**config.mk**
```make
export PLATFORM = sky130hd
export DESIGN_NAME = spline_kernel_eval
export DESIGN_NICKNAME = d
export VERILOG_FILES = /design/src/rtl/spline_pkg.sv /design/src/rtl/spline_seg_select.sv /design/src/rtl/spline_horner_stage.sv /design/src/rtl/spline_round_sat.sv /design/src/rtl/spline_kernel_eval.sv
export SDC_FILE = /design/constraint.sdc
export NUM_CORES = 2
export LEC_CHECK = 0
export BUFFER_PORTS_ARGS = -buffer_cell sky130_fd_sc_hd__clkbuf_2
export CAP_MARGIN = 20
export CORE_MARGIN = 3
export CORE_UTILIZATION = 40
export DETAILED_ROUTE_END_ITERATION = 8
export PLACE_DENSITY = 0.62
export RECOVER_POWER = 100
export SLEW_MARGIN = 10
export SYNTH_ARGS = -nofsm -noshare
export SYNTH_HDL_FRONTEND = slang
export SYNTH_SLANG_ARGS = --single-unit
export TNS_END_PERCENT = 100
```
**constraint.sdc**
```tcl
create_clock -name clk -period 11.9 [get_ports clk]
set_clock_uncertainty 0.2 [all_clocks]
set_input_delay 0 -clock clk [delete_from_list [all_inputs] [get_ports clk]]
set_output_delay 0 -clock clk [all_outputs]
set_load 0.1 [all_outputs]
```
**src/rtl/spline_pkg.sv**
```systemverilog
`timescale 1ns/1ps
package spline_pkg;

  // Datapath formats: offsets Q2.14, internal accumulator Q7.24, weights Q1.15.
  localparam int IN_W     = 16;
  localparam int IN_FRAC  = 14;
  localparam int MAG_W    = IN_W + 1;
  localparam int ACC_W    = 32;
  localparam int ACC_FRAC = 24;
  localparam int OUT_W    = 16;
  localparam int OUT_FRAC = 15;
  localparam int STAGES   = 3;

  typedef enum logic [1:0] {
    SEG_INNER = 2'd0,
    SEG_TAIL  = 2'd1,
    SEG_NONE  = 2'd2
  } seg_e;

  localparam logic signed [ACC_W-1:0] K_ONE   = ACC_W'(1) <<< ACC_FRAC;
  localparam logic signed [ACC_W-1:0] K_HALF  = K_ONE >>> 1;
  localparam logic signed [ACC_W-1:0] K_TWO   = K_ONE <<< 1;
  localparam logic signed [ACC_W-1:0] K_2_3   = (2 * K_ONE + 1) / 3;
  localparam logic signed [ACC_W-1:0] K_4_3   = (4 * K_ONE + 1) / 3;
  localparam logic signed [ACC_W-1:0] K_1_6   = (K_ONE + 3) / 6;

  // Horner coefficient of power k for each segment, in the magnitude a.
  // inner: a^3/2 - a^2 + 2/3 ; tail: -a^3/6 + a^2 - 2a + 4/3 ; none: 0
  function automatic logic signed [ACC_W-1:0] seg_coef(seg_e s, int k);
    logic signed [ACC_W-1:0] c;
    c = '0;
    case (s)
      SEG_INNER: begin
        case (k)
          3: c = K_HALF;
          2: c = -K_ONE;
          1: c = '0;
          default: c = K_2_3;
        endcase
      end
      SEG_TAIL: begin
        case (k)
          3: c = -K_1_6;
          2: c = K_ONE;
          1: c = -K_TWO;
          default: c = K_4_3;
        endcase
      end
      default: c = '0;
    endcase
    return c;
  endfunction

endpackage

```
**src/rtl/spline_seg_select.sv**
```systemverilog
`timescale 1ns/1ps
module spline_seg_select
  import spline_pkg::*;
#(
  parameter int W    = IN_W,
  parameter int FRAC = IN_FRAC
) (
  input  logic             clk,
  input  logic             rst_n,
  input  logic             adv,
  input  logic             in_valid,
  input  logic [W-1:0]     in_offset,
  output logic             v_q,
  output logic [W:0]       mag_q,
  output seg_e             seg_q
);

  localparam logic [W:0] KNOT1 = (W+1)'(1) << FRAC;
  localparam logic [W:0] KNOT2 = (W+1)'(2) << FRAC;

  logic signed [W:0] ext;
  logic [W:0]        mag;
  seg_e              seg;

  always_comb begin
    ext = $signed({in_offset[W-1], in_offset});
    mag = in_offset[W-1] ? (W+1)'(-ext) : (W+1)'(ext);
    if (mag < KNOT1)      seg = SEG_INNER;
    else if (mag < KNOT2) seg = SEG_TAIL;
    else                  seg = SEG_NONE;
  end

  always_ff @(posedge clk or negedge rst_n) begin
    if (!rst_n) begin
      v_q   <= 1'b0;
      mag_q <= '0;
      seg_q <= SEG_NONE;
    end else if (adv) begin
      v_q   <= in_valid;
      mag_q <= mag;
      seg_q <= seg;
    end
  end

  AST_MAG_BOUND: assert property (@(posedge clk) disable iff (!rst_n)
    v_q |-> (mag_q <= KNOT2));

  AST_SEG_MATCH: assert property (@(posedge clk) disable iff (!rst_n)
    (v_q && seg_q == SEG_INNER) |-> (mag_q < KNOT1));

endmodule

```
**src/rtl/spline_horner_stage.sv**
```systemverilog
`timescale 1ns/1ps
module spline_horner_stage
  import spline_pkg::*;
#(
  parameter int POW  = 2,
  parameter int AW   = MAG_W,
  parameter int AF   = IN_FRAC,
  parameter int CW   = ACC_W
) (
  input  logic                 clk,
  input  logic                 rst_n,
  input  logic                 adv,
  input  logic                 v_i,
  input  logic [AW-1:0]        mag_i,
  input  seg_e                 seg_i,
  input  logic signed [CW-1:0] acc_i,
  output logic                 v_o,
  output logic [AW-1:0]        mag_o,
  output seg_e                 seg_o,
  output logic signed [CW-1:0] acc_o
);

  localparam int PW = CW + AW + 1;

  logic signed [CW-1:0] nxt;

  // One Horner step: acc * a, rescaled to the accumulator format, plus the next constant.
  always_comb begin
    nxt = CW'((PW'(acc_i) * PW'($signed({1'b0, mag_i}))) >>> AF) + seg_coef(seg_i, POW);
  end

  always_ff @(posedge clk or negedge rst_n) begin
    if (!rst_n) begin
      v_o   <= 1'b0;
      mag_o <= '0;
      seg_o <= SEG_NONE;
      acc_o <= '0;
    end else if (adv) begin
      v_o   <= v_i;
      mag_o <= mag_i;
      seg_o <= seg_i;
      acc_o <= nxt;
    end
  end

  AST_NONE_STAYS_ZERO: assert property (@(posedge clk) disable iff (!rst_n)
    (adv && v_i && seg_i == SEG_NONE && acc_i == '0) |=> (acc_o == '0));

endmodule

```
**src/rtl/spline_round_sat.sv**
```systemverilog
`timescale 1ns/1ps
module spline_round_sat
  import spline_pkg::*;
#(
  parameter int CW = ACC_W,
  parameter int CF = ACC_FRAC,
  parameter int OW = OUT_W,
  parameter int OF = OUT_FRAC
) (
  input  logic signed [CW-1:0] acc_i,
  output logic [OW-1:0]        w_o
);

  localparam int SH = CF - OF;
  localparam logic signed [CW-1:0] HALF_LSB = CW'(1) <<< (SH - 1);
  localparam logic signed [CW-1:0] MAXV = CW'((2 ** (OW - 1)) - 1);
  localparam logic signed [CW-1:0] MINV = -CW'(2 ** (OW - 1));

  logic signed [CW-1:0] scaled;

  always_comb begin
    scaled = (acc_i + HALF_LSB) >>> SH;
    if (scaled > MAXV)      w_o = MAXV[OW-1:0];
    else if (scaled < MINV) w_o = MINV[OW-1:0];
    else                    w_o = scaled[OW-1:0];
  end

endmodule

```
**src/rtl/spline_kernel_eval.sv**
```systemverilog
`timescale 1ns/1ps
module spline_kernel_eval
  import spline_pkg::*;
(
  input  logic              clk,
  input  logic              rst_n,
  input  logic              in_valid,
  output logic              in_ready,
  input  logic [IN_W-1:0]   in_offset,
  output logic              out_valid,
  input  logic              out_ready,
  output logic [OUT_W-1:0]  out_weight
);

  localparam logic [MAG_W-1:0] MAG_TWO = MAG_W'(2) << IN_FRAC;
  localparam logic signed [OUT_W-1:0] W_MAX = OUT_W'(((2 ** OUT_FRAC) * 2) / 3 + 1);
  localparam logic signed [OUT_W-1:0] W_TAIL_MAX = OUT_W'((2 ** OUT_FRAC) / 6 + 1);

  logic adv;

  logic                    h_v   [0:STAGES];
  logic [MAG_W-1:0]        h_mag [0:STAGES];
  seg_e                    h_seg [0:STAGES];
  logic signed [ACC_W-1:0] h_acc [0:STAGES];

  // The whole pipeline freezes when the output beat is held.
  assign adv      = !out_valid || out_ready;
  assign in_ready = adv;

  spline_seg_select u_sel (
    .clk      (clk),
    .rst_n    (rst_n),
    .adv      (adv),
    .in_valid (in_valid),
    .in_offset(in_offset),
    .v_q      (h_v[0]),
    .mag_q    (h_mag[0]),
    .seg_q    (h_seg[0])
  );

  assign h_acc[0] = seg_coef(h_seg[0], 3);

  for (genvar g = 0; g < STAGES; g++) begin : g_horner
    spline_horner_stage #(.POW(STAGES - 1 - g)) u_stage (
      .clk   (clk),
      .rst_n (rst_n),
      .adv   (adv),
      .v_i   (h_v[g]),
      .mag_i (h_mag[g]),
      .seg_i (h_seg[g]),
      .acc_i (h_acc[g]),
      .v_o   (h_v[g+1]),
      .mag_o (h_mag[g+1]),
      .seg_o (h_seg[g+1]),
      .acc_o (h_acc[g+1])
    );
  end

  spline_round_sat u_rnd (
    .acc_i (h_acc[STAGES]),
    .w_o   (out_weight)
  );

  assign out_valid = h_v[STAGES];

  AST_STALL_HOLD: assert property (@(posedge clk) disable iff (!rst_n)
    (out_valid && !out_ready) |=> (out_valid && $stable(out_weight)));

  AST_WEIGHT_RANGE: assert property (@(posedge clk) disable iff (!rst_n)
    out_valid |-> ($signed(out_weight) >= 0 && $signed(out_weight) <= W_MAX));

  AST_ZERO_REGION: assert property (@(posedge clk) disable iff (!rst_n)
    (adv && h_v[STAGES-1] && h_seg[STAGES-1] == SEG_NONE) |=> (out_valid && out_weight == '0));

  AST_TAIL_SMALL: assert property (@(posedge clk) disable iff (!rst_n)
    (adv && h_v[STAGES-1] && h_seg[STAGES-1] == SEG_TAIL) |=> ($signed(out_weight) <= W_TAIL_MAX));

  AST_MAG_CARRIED: assert property (@(posedge clk) disable iff (!rst_n)
    out_valid |-> (h_mag[STAGES] <= MAG_TWO));

endmodule

```
==> out/summary.log <==
[route] routed via count divided by cell count 4.90
[layout] area growth from synthesis to layout 5.32%
[worst_setup_path] highest net fanout along the worst path 18
[grt] vias in the first global route 38900
[floorplanning] starting density of the core 40.4%
[layout] fraction of final layout cells sized beyond drive strength 1 2.81%
[floorplanning] core footprint 124000 µm²
[floorplanning] number of primary I/O pins 38
[timing] period utilisation layout 89.4%
[worst_setup_path] minimum setup slack among reg-to-reg paths 1.26 ns
[route] vias after detailed routing 35400
[route] number of design rule violations left after detail routing 0
[placed_design] last weighted congestion value of the routability-driven placer 0.897
[layout] highest-count cells in the layout ignoring fill and taps sky130_fd_sc_hd__inv_1 (1498), sky130_fd_sc_hd__fa_1 (1166), sky130_fd_sc_hd__nand2_1 (907), sky130_fd_sc_hd__and2_1 (432), sky130_fd_sc_hd__ha_1 (349)
[worst_setup_path] highest cell delay on the worst timing path 0.75 ns
[clock_tree] clock transition at the register clock pins on the worst setup and hold paths after CTS 0.08 ns
[worst_setup_path] sort of element at the start of the critical path register
[worst_hold_path] worst hold path depth 4
[timing] final setup violating endpoints 0
[synthesis] synthesized netlist cell count 5656
[floorplanning] number of placement rows 129
[synthesis] synthesized net count 7191
[worst_setup_path] endpoint of the worst-slack reg-to-reg timing path g_horner[2].u_stage.acc_o[31]
[placed_design] sum of net half-perimeters after detailed placement 99900 µm
[floorplanning] x dimension of the die 360 µm
[timing] Max-slew headroom -264%
[layout] most common cell after layout, fill and taps aside sky130_fd_sc_hd__inv_1
[synthesis] post-synthesis cell type count 87
[synthesis] total number of yosys warnings 0
[layout] # nets final 7101
[route] antenna violation net count after detailed routing 0
[route] average detailed-routed wire length per instance 16.9 µm
[worst_setup_path] slowest CP cell sky130_fd_sc_hd__o311ai_0
[clock_tree] number of setup buffers added after CTS 0
[synthesis] Seq cells post-synth 149
[worst_hold_path] worst hold path startpoint in_offset[14]
[route] iteration-0 DRC count of the detailed router 1904
[synthesis] mean instance size in the synthesized netlist 8.85 µm²
[timing] final-layout setup total negative slack 0 ns
[worst_setup_path] arrival time of the worst setup path 10.79 ns
[worst_setup_path] kind of end point of the critical path register
[timing] setup repair after global routing missed its margin false
[outcome] outcome finished, violations left
[timing] transition at the pin with the smallest max-transition slack 5.46 ns
[grt] antenna violations before repair 0
[outcome] failing checks max-capacitance violations, max-slew violations
[grt] first-pass GRT wire length 206000 µm
[worst_setup_path] FF-to-FF Start g_horner[1].u_stage.acc_o[10]
[synthesis] Post-synth EDFFs 0
[timing] highest attainable clock frequency 0.0940 GHz
[clock_tree] CTS tree yes
[grt] largest net degree at the start of global routing 96
[floorplanning] DIE HEIGHT 360 µm
[clock_tree] worst-case clock buffer depth 2
[route] TritonRoute pass-1 iters 5
[worst_hold_path] Hold EP u_sel.mag_q[14]
[clock_tree] clock latency on the worst-skew pair 0.51 ns
[worst_setup_path] Setup CP Type reg2reg
[placed_design] total of buffers placed on input and output ports 37
[clock_tree] CTS sink cnt 149
[synthesis] Synth Flop Type sky130_fd_sc_hd__dfrtp_1
[timing] Max Slew Vio Count 447
[clock_tree] number of buffers created by CTS 17
[worst_hold_path] Hold WC Path Type in2reg
[floorplanning] area of the die 129000 µm²
[synthesis] Synth async-reset ratio 100%
[worst_setup_path] critical path required time 12.05 ns
[clock_tree] H-tree Lvls 4
[synthesis] netlist area before placement 50100 µm²
[clock_tree] master cell of the clock root buffer sky130_fd_sc_hd__clkbuf_16
[worst_setup_path] Worst Reg-to-Reg Cells 36
[timing] time the final worst path needs with I/O delays and setup 10.64 ns
[worst_setup_path] source of the critical timing path g_horner[1].u_stage.acc_o[10]
[grt] gr ovfl total 0
[layout] Diodes inserted 0
[flow_run] max-cap check violation count 6
[grt] GRT Resource Usage Total 19.8%
[synthesis] fraction of the yosys area taken by sequential cells 7.45%
[route] final wirelength 122000 µm
[worst_setup_path] Worst path most repeated cell sky130_fd_sc_hd__fa_1
[timing] Final Hold Fails 0
synth_stat cells (12+ instances only):
| cell | count | area share [%] |
|---|---|---|
| sky130_fd_sc_hd__nand3_1 | 23 | 0.23 |
| sky130_fd_sc_hd__xor2_1 | 72 | 1.3 |
| sky130_fd_sc_hd__ha_1 | 349 | 8.7 |
| sky130_fd_sc_hd__a21oi_1 | 136 | 1.4 |
| sky130_fd_sc_hd__o21ai_0 | 92 | 0.92 |
| sky130_fd_sc_hd__a21o_1 | 56 | 0.84 |
| sky130_fd_sc_hd__o21a_1 | 19 | 0.28 |
| sky130_fd_sc_hd__dfrtp_1 | 146 | 7.3 |
| sky130_fd_sc_hd__nor2_1 | 117 | 0.88 |
| sky130_fd_sc_hd__o21bai_1 | 12 | 0.18 |
| sky130_fd_sc_hd__clkbuf_1 | 244 | 1.8 |
| sky130_fd_sc_hd__xnor2_1 | 110 | 1.9 |
| sky130_fd_sc_hd__nand2_1 | 907 | 6.8 |
| sky130_fd_sc_hd__o31ai_1 | 16 | 0.24 |
| sky130_fd_sc_hd__nand2b_1 | 14 | 0.17 |
| sky130_fd_sc_hd__inv_1 | 1498 | 11 |
| sky130_fd_sc_hd__and2_1 | 436 | 5.4 |
| sky130_fd_sc_hd__nand4_1 | 20 | 0.25 |
| sky130_fd_sc_hd__or3_1 | 12 | 0.15 |
| sky130_fd_sc_hd__nor2b_1 | 32 | 0.40 |
| sky130_fd_sc_hd__fa_1 | 1166 | 47 |
| sky130_fd_sc_hd__and3_1 | 17 | 0.21 |
state kept, by name, indices dropped and copies added (netlist names):
| signal | count |
|---|---|
| g_horner.u_stage.acc_o | 88 |
| g_horner.u_stage.mag_o | 34 |
| g_horner.u_stage.seg_o | 4 |
| g_horner.u_stage.v_o | 3 |
| u_sel.mag_q | 17 |
| u_sel.seg_q | 2 |
| u_sel.v_q | 1 |
cell families after synthesis:
group / count (synthesis) / synth area share (%)
xor+xnor: 182 / 3.18
mux: 6 / 0.135
simple gates: 1631 / 15.3
flops: 149 / 7.45
buf+inv: 1749 / 13.1
fa+ha+maj: 1515 / 55.3
compound gates: 424 / 5.43
per-layer routing:
layer	vias up	GRT usage [%]	wire length [µm]
met3	177	2.39	5590
li1	16200	-	-
met1	18200	26.2	53100
met5	-	0	0
met4	0	5.59	3510
met2	855	34.1	59600
how the worst max path moves through the flow:
| stage | slack, ns | end |
|---|---|---|
| 3_3_place_gp | 1.94 | g_horner[1].u_stage.acc_o[31] |
| 6_report | 1.26 | g_horner[2].u_stage.acc_o[31] |
| 2_1_floorplan | 3.13 | g_horner[2].u_stage.acc_o[31] |
| 5_1_grt | 0.64 | g_horner[2].u_stage.acc_o[31] |
| 3_5_place_dp | 1.86 | g_horner[1].u_stage.acc_o[31] |
| 4_1_cts | 1.85 | g_horner[1].u_stage.acc_o[31] |
timing repair:
item                                   4_1_cts  5_1_grt
hold buffers                                34        0
resized for setup                            0        0
endpoints found under the hold margin      121        0
worst max-delay path: cells and delay by family (launching register included):
| kind | cells | cell delay [ns] |
|---|---|---|
| AOI/OAI and AO/OA | 13 | 3.27 |
| and+or+nand+nor | 9 | 1.99 |
| buffers and inverters | 4 | 0.21 |
| muxes | 1 | 0.31 |
| adders and majority gates | 8 | 3.69 |
| DFF | 1 | 0.63 |
| xor gates and xnor gates | 1 | 0.17 |
stage by stage:
| stage | cell area, µm² | worst slack [ns] | util, % | cells | hold WS [ns] |
|---|---|---|---|---|---|
| after floorplan | 50100 | 3.13 | - | 5656 | -0.496 |
| after global placement | 51900 | 1.94 | 41.9 | 7150 | -0.0165 |
| after detailed placement | 51900 | 1.86 | 41.9 | 7150 | -0.0247 |
| after CTS | 52800 | 1.85 | 42.6 | 7216 | 0.166 |
| after global routing | 52700 | 0.641 | 42.5 | 7216 | 0.251 |
| final | 52700 | 1.26 | 42.5 | 7216 | 0.200 |
cell type report:
type                       count  area (µm²)
fill                       12300       71200
clock buffer                  17         425
timing repair buffer         141        1000
inverter                    1499        5630
tap                         1637        2050
sequential                   149        3740
multi-input combinational   3758       39700
clock inverter                15         164
Power is not shown: default switching activity piles up to over one toggle a cycle in this logic, so the estimate is an artifact.
